`config.mk`:
```
export PLATFORM = sky130hd
export DESIGN_NAME = consec_alert_filter
export DESIGN_NICKNAME = d
export VERILOG_FILES = /design/src/rtl/alert_pkg.sv /design/src/rtl/alert_cfg_reg.sv /design/src/rtl/alert_run_decode.sv /design/src/rtl/alert_run_fsm.sv /design/src/rtl/consec_alert_filter.sv
export SDC_FILE = /design/constraint.sdc
export NUM_CORES = 1
export LEC_CHECK = 0
export BUFFER_PORTS_ARGS = -buffer_cell sky130_fd_sc_hd__buf_2
export CAP_MARGIN = 30
export CORE_MARGIN = 8
export CORE_UTILIZATION = 46
export CTS_CLUSTER_SIZE = 28
export DETAILED_ROUTE_END_ITERATION = 6
export PLACE_DENSITY_LB_ADDON = 0.05
export SLEW_MARGIN = 40
export SYNTH_ARGS = -nofsm -noshare
export SYNTH_HDL_FRONTEND = slang
export SYNTH_HIERARCHICAL = 1
export SYNTH_SLANG_ARGS = --single-unit
```
`constraint.sdc`:
```
create_clock -name clk -period 3.2 [get_ports clk]
set_clock_uncertainty 0.05 [all_clocks]
set_input_delay 0.64 -clock clk [delete_from_list [all_inputs] [get_ports clk]]
set_output_delay 0.64 -clock clk [all_outputs]
set_load 0.02 [all_outputs]
```
`src/rtl/alert_pkg.sv`:
```
package alert_pkg;
    localparam int unsigned REG_W    = 8;
    localparam int unsigned CODE_LSB = 1;
    localparam int unsigned CODE_W   = 3;
    localparam int unsigned TO_BIT   = 7;
    localparam int unsigned MAX_RUN  = CODE_W + 1;
    localparam int unsigned CNT_W    = $clog2(MAX_RUN + 1);
    localparam logic [REG_W-1:0] REG_RESET = 8'h01;

    typedef enum logic [1:0] {
        ST_CLEAR = 2'd0,
        ST_RUN   = 2'd1,
        ST_ALERT = 2'd2
    } run_state_t;
endpackage

```
`src/rtl/alert_cfg_reg.sv`:
```
module alert_cfg_reg
    import alert_pkg::*;
#(
    parameter int unsigned W = REG_W,
    parameter logic [W-1:0] RESET_VAL = REG_RESET
) (
    input  logic         clk,
    input  logic         rst_n,
    input  logic         we,
    input  logic [W-1:0] wdata,
    output logic [W-1:0] q
);
    always_ff @(posedge clk or negedge rst_n) begin
        if (!rst_n) begin
            q <= RESET_VAL;
        end else if (we) begin
            q <= wdata;
        end
    end
endmodule

```
`src/rtl/alert_run_decode.sv`:
```
module alert_run_decode
    import alert_pkg::*;
#(
    parameter int unsigned CW = CODE_W,
    localparam int unsigned NW = $clog2(CW + 2)
) (
    input  logic [CW-1:0] code,
    output logic [NW-1:0] need
);
    // Largest k with (2^k - 1) <= code gives a run length of k + 1.
    always_comb begin
        need = NW'(1);
        for (int k = 1; k <= CW; k++) begin
            if ({1'b0, code} >= ((CW+1)'(1) << k) - (CW+1)'(1)) begin
                need = NW'(k + 1);
            end
        end
    end
endmodule

```
`src/rtl/alert_run_fsm.sv`:
```
module alert_run_fsm
    import alert_pkg::*;
#(
    parameter int unsigned CW = CNT_W
) (
    input  logic          clk,
    input  logic          rst_n,
    input  logic          strobe,
    input  logic          faulty,
    input  logic [CW-1:0] need,
    output logic          alert
);
    run_state_t    state_q, state_d;
    logic [CW-1:0] cnt_q, cnt_d;
    logic [CW-1:0] cnt_inc;

    always_comb begin
        cnt_inc = (cnt_q >= need) ? need : cnt_q + CW'(1);
    end

    always_comb begin
        state_d = state_q;
        cnt_d   = cnt_q;
        if (strobe) begin
            unique case (state_q)
                ST_CLEAR, ST_RUN, ST_ALERT: begin
                    if (!faulty) begin
                        state_d = ST_CLEAR;
                        cnt_d   = '0;
                    end else begin
                        cnt_d   = cnt_inc;
                        state_d = (cnt_inc >= need) ? ST_ALERT : ST_RUN;
                    end
                end
                default: begin
                    state_d = ST_CLEAR;
                    cnt_d   = '0;
                end
            endcase
        end
    end

    always_ff @(posedge clk or negedge rst_n) begin
        if (!rst_n) begin
            state_q <= ST_CLEAR;
            cnt_q   <= '0;
        end else begin
            state_q <= state_d;
            cnt_q   <= cnt_d;
        end
    end

    always_comb begin
        alert = (state_q == ST_ALERT);
    end
endmodule

```
`src/rtl/consec_alert_filter.sv`:
```
module consec_alert_filter
    import alert_pkg::*;
(
    input  logic             clk,
    input  logic             rst_n,
    input  logic             cfg_we,
    input  logic [REG_W-1:0] cfg_wdata,
    input  logic             meas_valid,
    input  logic             local_oor,
    input  logic             remote_oor,
    input  logic             remote_open,
    output logic [REG_W-1:0] cfg_q,
    output logic             bus_timeout_en,
    output logic             alert_n,
    output logic             alert_oe
);
    logic [CNT_W-1:0] need;
    logic             faulty;
    logic             alert;

    alert_cfg_reg #(.W(REG_W), .RESET_VAL(REG_RESET)) cfg_i (
        .clk   (clk),
        .rst_n (rst_n),
        .we    (cfg_we),
        .wdata (cfg_wdata),
        .q     (cfg_q)
    );

    alert_run_decode #(.CW(CODE_W)) dec_i (
        .code (cfg_q[CODE_LSB +: CODE_W]),
        .need (need)
    );

    always_comb begin
        faulty = local_oor | remote_oor | remote_open;
    end

    alert_run_fsm #(.CW(CNT_W)) fsm_i (
        .clk    (clk),
        .rst_n  (rst_n),
        .strobe (meas_valid),
        .faulty (faulty),
        .need   (need),
        .alert  (alert)
    );

    always_comb begin
        bus_timeout_en = cfg_q[TO_BIT];
        alert_n        = ~alert;
        alert_oe       = alert;
    end
endmodule

```
* After elaboration in Yosys (flattened, before gate mapping)
Index checks and enable logic that the tools add are counted.
** Storage, ports and cells
- Output and inout bits :: 11
- Word-level logic and storage cells :: 25
- Flip-flop bits (word level) :: 13
** Operators by class
- Reductions and logical operators :: 2
- Muxes and demuxes :: 9
- Bitwise operators :: 3
- Eq/ne operators :: 2
- $lt $le $gt $ge :: 5
- Add/subtract/negate cells :: 1
** Operator list (number)
- $mux 3 :: 4
- $mux 2 :: 5
- $ge 3x3->1 :: 2
- $add 3x1->3 const B :: 1
- $ge 3x1->1 const B :: 1
- $ge 3x2->1 const B :: 1
- $ge 3x3->1 const B :: 1
- $reduce_or 3->1 :: 1
- $eq 2x1->1 const B :: 1
- $eq 2x2->1 const B :: 1
- $logic_not 2->1 :: 1
- $or 1x1->1 :: 2
- $not 1->1 :: 1

* Longest topological paths before layout
- Depth after elaboration :: 10
- Mapped depth :: 12
- Mapped depth without buffers :: 12

* Cells and area by module
Netlist, hierarchy kept.
** Modules (own cells, without submodules)
- alert_run_fsm :: area an instance 419.2 um^2, times used 1, seq. area each 125.1 um^2, cells each 42
- alert_cfg_reg :: area an instance 332.8 um^2, times used 1, seq. area each 201.4 um^2, cells each 17
- alert_run_decode :: area an instance 37.5 um^2, times used 1, seq. area each 0.0 um^2, cells each 6
- consec_alert_filter :: area an instance 17.5 um^2, times used 1, seq. area each 0.0 um^2, cells each 3

* Worst setup path after synthesis
OpenSTA, ideal clock, no wires.
- Path kind :: reg2reg
- Start point :: register cfg_i.q[2]
- End point :: register fsm_i.state_q[0]
- Buffers on the path :: 0
- Cell stages (with the launch flop) :: 12
- Path slack :: 0.609 ns
- Arrival time :: 2.421 ns
- Clock period less this slack :: 2.591 ns
- Data required time :: 3.030 ns
- Cell sequence :: dfrtp_1 > and3_4 > nor2_1 > inv_1 > ha_1 > nand2_1 > o21ai_4 > mux2_4 > ha_1 > o21ai_0 > o2bb2ai_1 > a41o_1
** Between the ends
- Elaborated cells between the ends (all ways) :: 12
** RTL lines
- start: declaration :: line alert_cfg_reg.sv:11 : output logic [W-1:0] q
- start signal: assignment :: line alert_cfg_reg.sv:17 : q <= wdata;
- $ge 3x3->1 (*) :: line alert_run_decode.sv:14 : if ({1'b0, code} >= ((CW+1)'(1) << k) - (CW+1)'(1)) begin
- $mux 3 (*) :: line alert_run_decode.sv:14
- via need[2] :: line consec_alert_filter.sv:17 : logic [CNT_W-1:0] need;
- $ge 3x3->1 :: line alert_run_fsm.sv:18 : cnt_inc = (cnt_q >= need) ? need : cnt_q + CW'(1);
- $mux 3 :: line alert_run_fsm.sv:18
- $ge 3x3->1 (*) :: line alert_run_fsm.sv:32 : state_d = (cnt_inc >= need) ? ST_ALERT : ST_RUN;
- $mux 2 (*) :: line alert_run_fsm.sv:32
- $mux 2 (*) :: line alert_run_fsm.sv:27 : if (!faulty) begin
- $mux 2 (*) :: line alert_run_fsm.sv:25 : unique case (state_q)
- end signal: assignment :: line alert_run_fsm.sv:48 : state_q <= state_d;
- end: declaration :: line alert_run_fsm.sv:13 : run_state_t state_q, state_d;
The timed path passes the listed nets; every way through them passes the cells marked *.
A chain may end at the register's enable or synchronous reset.

* Worst setup path after layout
Ends and elaborated chain as after synthesis.

==> qor.csv <==
metric,value,unit
Die Outline Area,3350,um^2
"Area growth, synth to finish",19.1,%
starting utilization of the core area,47.8,%
element type at the critical path start,register,
number of cells upsized or downsized after cts,0,
utilization of the core after routing,56.9,%
peak clock frequency supported by timing,372,MHz
routability cong.,0.700,
number of CTS-inserted buffers,3,
cell type contributing the most total cell area after synthesis,dfrtp_1,
final clock period utilization by the worst path,84.1,%
sequential area share after synthesis,40.5,%
post-route minimum period,2.69,ns
leakage power summed over all cells,0.503,nW
arrival time worst endpoint,2.79,ns
global-route congestion overflow total,0,
Post-CTS Hold Buffers,0,
post-detailed-placement half-perimeter wirelength,1280,um
setup slack of the most critical reg-to-reg path,0.51,ns
Final Hold Viols,0,
final routed DRC violation total,0,
"top cells by count, synth","dfrtp_1, mux2_4, ha_1, inv_1",
global-route total usage across every layer,9.46,%
initial antenna violation count,0,
power density relative to cell area,724,nW/um^2
fraction of post-synthesis cell area in the top cell type by area,37.2,%
CTS HTree Levels,1,
unrepaired setup endpoints after global routing,false,
netlist area before placement,807,um^2
Worst R2R Start,cfg_i/q[2],
number of setup buffers added after CTS,0,
CTS tree,yes,
CP Capture Type,register,
highest ir drop seen on vdd,0.361,mV
yosys warns,6,
drt pass-1 iters,4,
"Distinct cells, synth",26,
Main synth FF type,dfrtp_1,
"Data required, critical path",3.30,ns
violation count after the first detailed-routing iteration,4,
Die Span Y,57.9,um
worst hold path class,input pin to asynchronous set/reset pin,
share of synthesized registers carrying an async set or reset,100,%
clock transition at the register clock pins on the worst setup and hold paths after CTS,0.08,ns
worst setup path endpoint,fsm_i/state_q[0],
number of enable-type register cells in the synthesized netlist,0,
maximum fanout count along the critical path,6,
RR Endpoint,fsm_i/state_q[0],
Routed WL per cell,13.2,um
worst-case setup margin in the final layout,0.510,ns
ANT nets after route,0,
layout net count,118,
I/O Pins,26,
die span in x,57.9,um
mean number of vias per cell,5.25,
FF-to-FF path depth,11,
Max Buffers Root-to-Sink,2,
first-pass GRT wire length,2550,um
final setup TNS,0,ns
cell count after synthesis,68,
max-cap violations,0,
Slew headroom,81.5,%
syn_nets,90,
critical setup path kind,register to register,
number of synthesized register bits,13,
cell chosen for the clock root,clkbuf_4,
minimum setup slack after placement,0.527,ns
result of the run,"finished, final reports clean",
CTS sink count,13,
Placeable Area,1690,um^2
Detailed Route WL,1480,um
slew at the pin with the worst max-slew slack,0.278,ns
count of buffers from port buffering,25,
most frequent cell after synthesis,dfrtp_1,
syn avg cell area,11.9,um^2
Diodes inserted,0,
critical path launch point,cfg_i/q[2],
number of vias after detailed routing,588,
via count of the first global-routing pass,604,
insertion delay of the later-clocked pin in the worst-skew pair,0.27,ns
final setup vio count,0,
maximum number of pins on one net before global-route repair,14,
final count of pins violating max slew,0,
top cells by area in the synthesized netlist,"dfrtp_1, mux2_4, ha_1, dfstp_2, inv_1",
share of cells above drive strength 1,44.2,%
std cell rows,15,
[logic make-up after synthesis]
| family | after synthesis | share of synthesized area, % |
|---|---|---|
| muxes | 11 | 19.2 |
| adders and majority gates | 7 | 10.9 |
| AOI/OAI and AO/OA | 12 | 12.1 |
| DFF | 13 | 40.5 |
| and+or+nand+nor | 14 | 9.61 |
| buffers and inverters | 9 | 5.58 |
| xor gates and xnor gates | 2 | 2.17 |
[metrics by stage]
step | area, um^2 | power, mW | cells | hold slack (ns)
2_1_floorplan | 807 | 0.525 | 68 | 0.294
3_3_place_gp | 935 | 0.602 | 108 | 0.443
3_5_place_dp | 935 | 0.609 | 108 | 0.445
4_1_cts | 961 | 0.710 | 112 | 0.189
5_1_grt | 961 | 0.761 | 112 | 0.202
6_report | 961 | 0.695 | 112 | 0.186
[power breakdown]
part	leakage, nW	internal [mW]	switching, mW	total, mW
clock network	0.0150	0.0481	0.0483	0.0965
registers	0.155	0.203	0.0271	0.230
logic	0.333	0.180	0.189	0.369
[worst min-delay path by stage]
| stage | start | slack (ns) | end |
|---|---|---|---|
| 4_1_cts | rst_n | 0.19 | fsm_i/cnt_q[2] |
| 5_1_grt | rst_n | 0.20 | cfg_i/q[3] |
| 3_3_place_gp | cfg_i/q[5] | 0.44 | cfg_i/q[5] |
| 3_5_place_dp | cfg_i/q[4] | 0.45 | cfg_i/q[4] |
| 2_1_floorplan | rst_n | 0.29 | cfg_i/q[1] |
| 6_report | rst_n | 0.19 | fsm_i/cnt_q[2] |
[critical path, stage by stage (launching register included)]
cell,delay [ns]
dfrtp_1,0.43
and3_4,0.22
nor2_1,0.16
inv_1,0.08
ha_1,0.28
nand2_1,0.07
o21ai_4,0.22
mux2_4,0.33
ha_1,0.27
o21ai_0,0.08
o2bb2ai_1,0.15
a41o_1,0.23
[registers in the layout, summed over array words and instances, names as in the netlist]
name / count
cfg_i/q: 8
fsm_i/cnt_q: 3
fsm_i/state_q: 2
[area by class of cell]
cell class | instances | area (um^2)
Timing Repair Buffer | 25 | 125
Multi-Input combinational cell | 46 | 435
Tap cell | 17 | 21.3
Inverter | 7 | 26.3
Sequential cell | 13 | 327
Clock buffer | 4 | 26.3
Fill cell | 169 | 728
[layer usage]
metal / part of all wire, % / global-route usage, % / vias to the layer above / wire, um
met3: 5.5 / 2.43 / 2 / 82
met1: 46 / 11.5 / 270 / 679
met5: 0 / 0 / - / 0
li1: - / - / 297 / -
met4: 0.88 / 5.24 / 0 / 13
met2: 48 / 14.8 / 19 / 706
[cells in the final DEF, fill, tap and decap left out, types with 2 or more instances in the layout]
cell / count
o21ai_0: 2
mux2i_1: 2
a41o_1: 2
nor2b_1: 3
ha_1: 7
mux2_4: 9
nand2_1: 3
nor2_1: 3
o22ai_1: 2
o2bb2ai_1: 2
clkbuf_4: 3
inv_1: 7
dfrtp_1: 12
buf_2: 25
(Power assumes the default switching activity.)
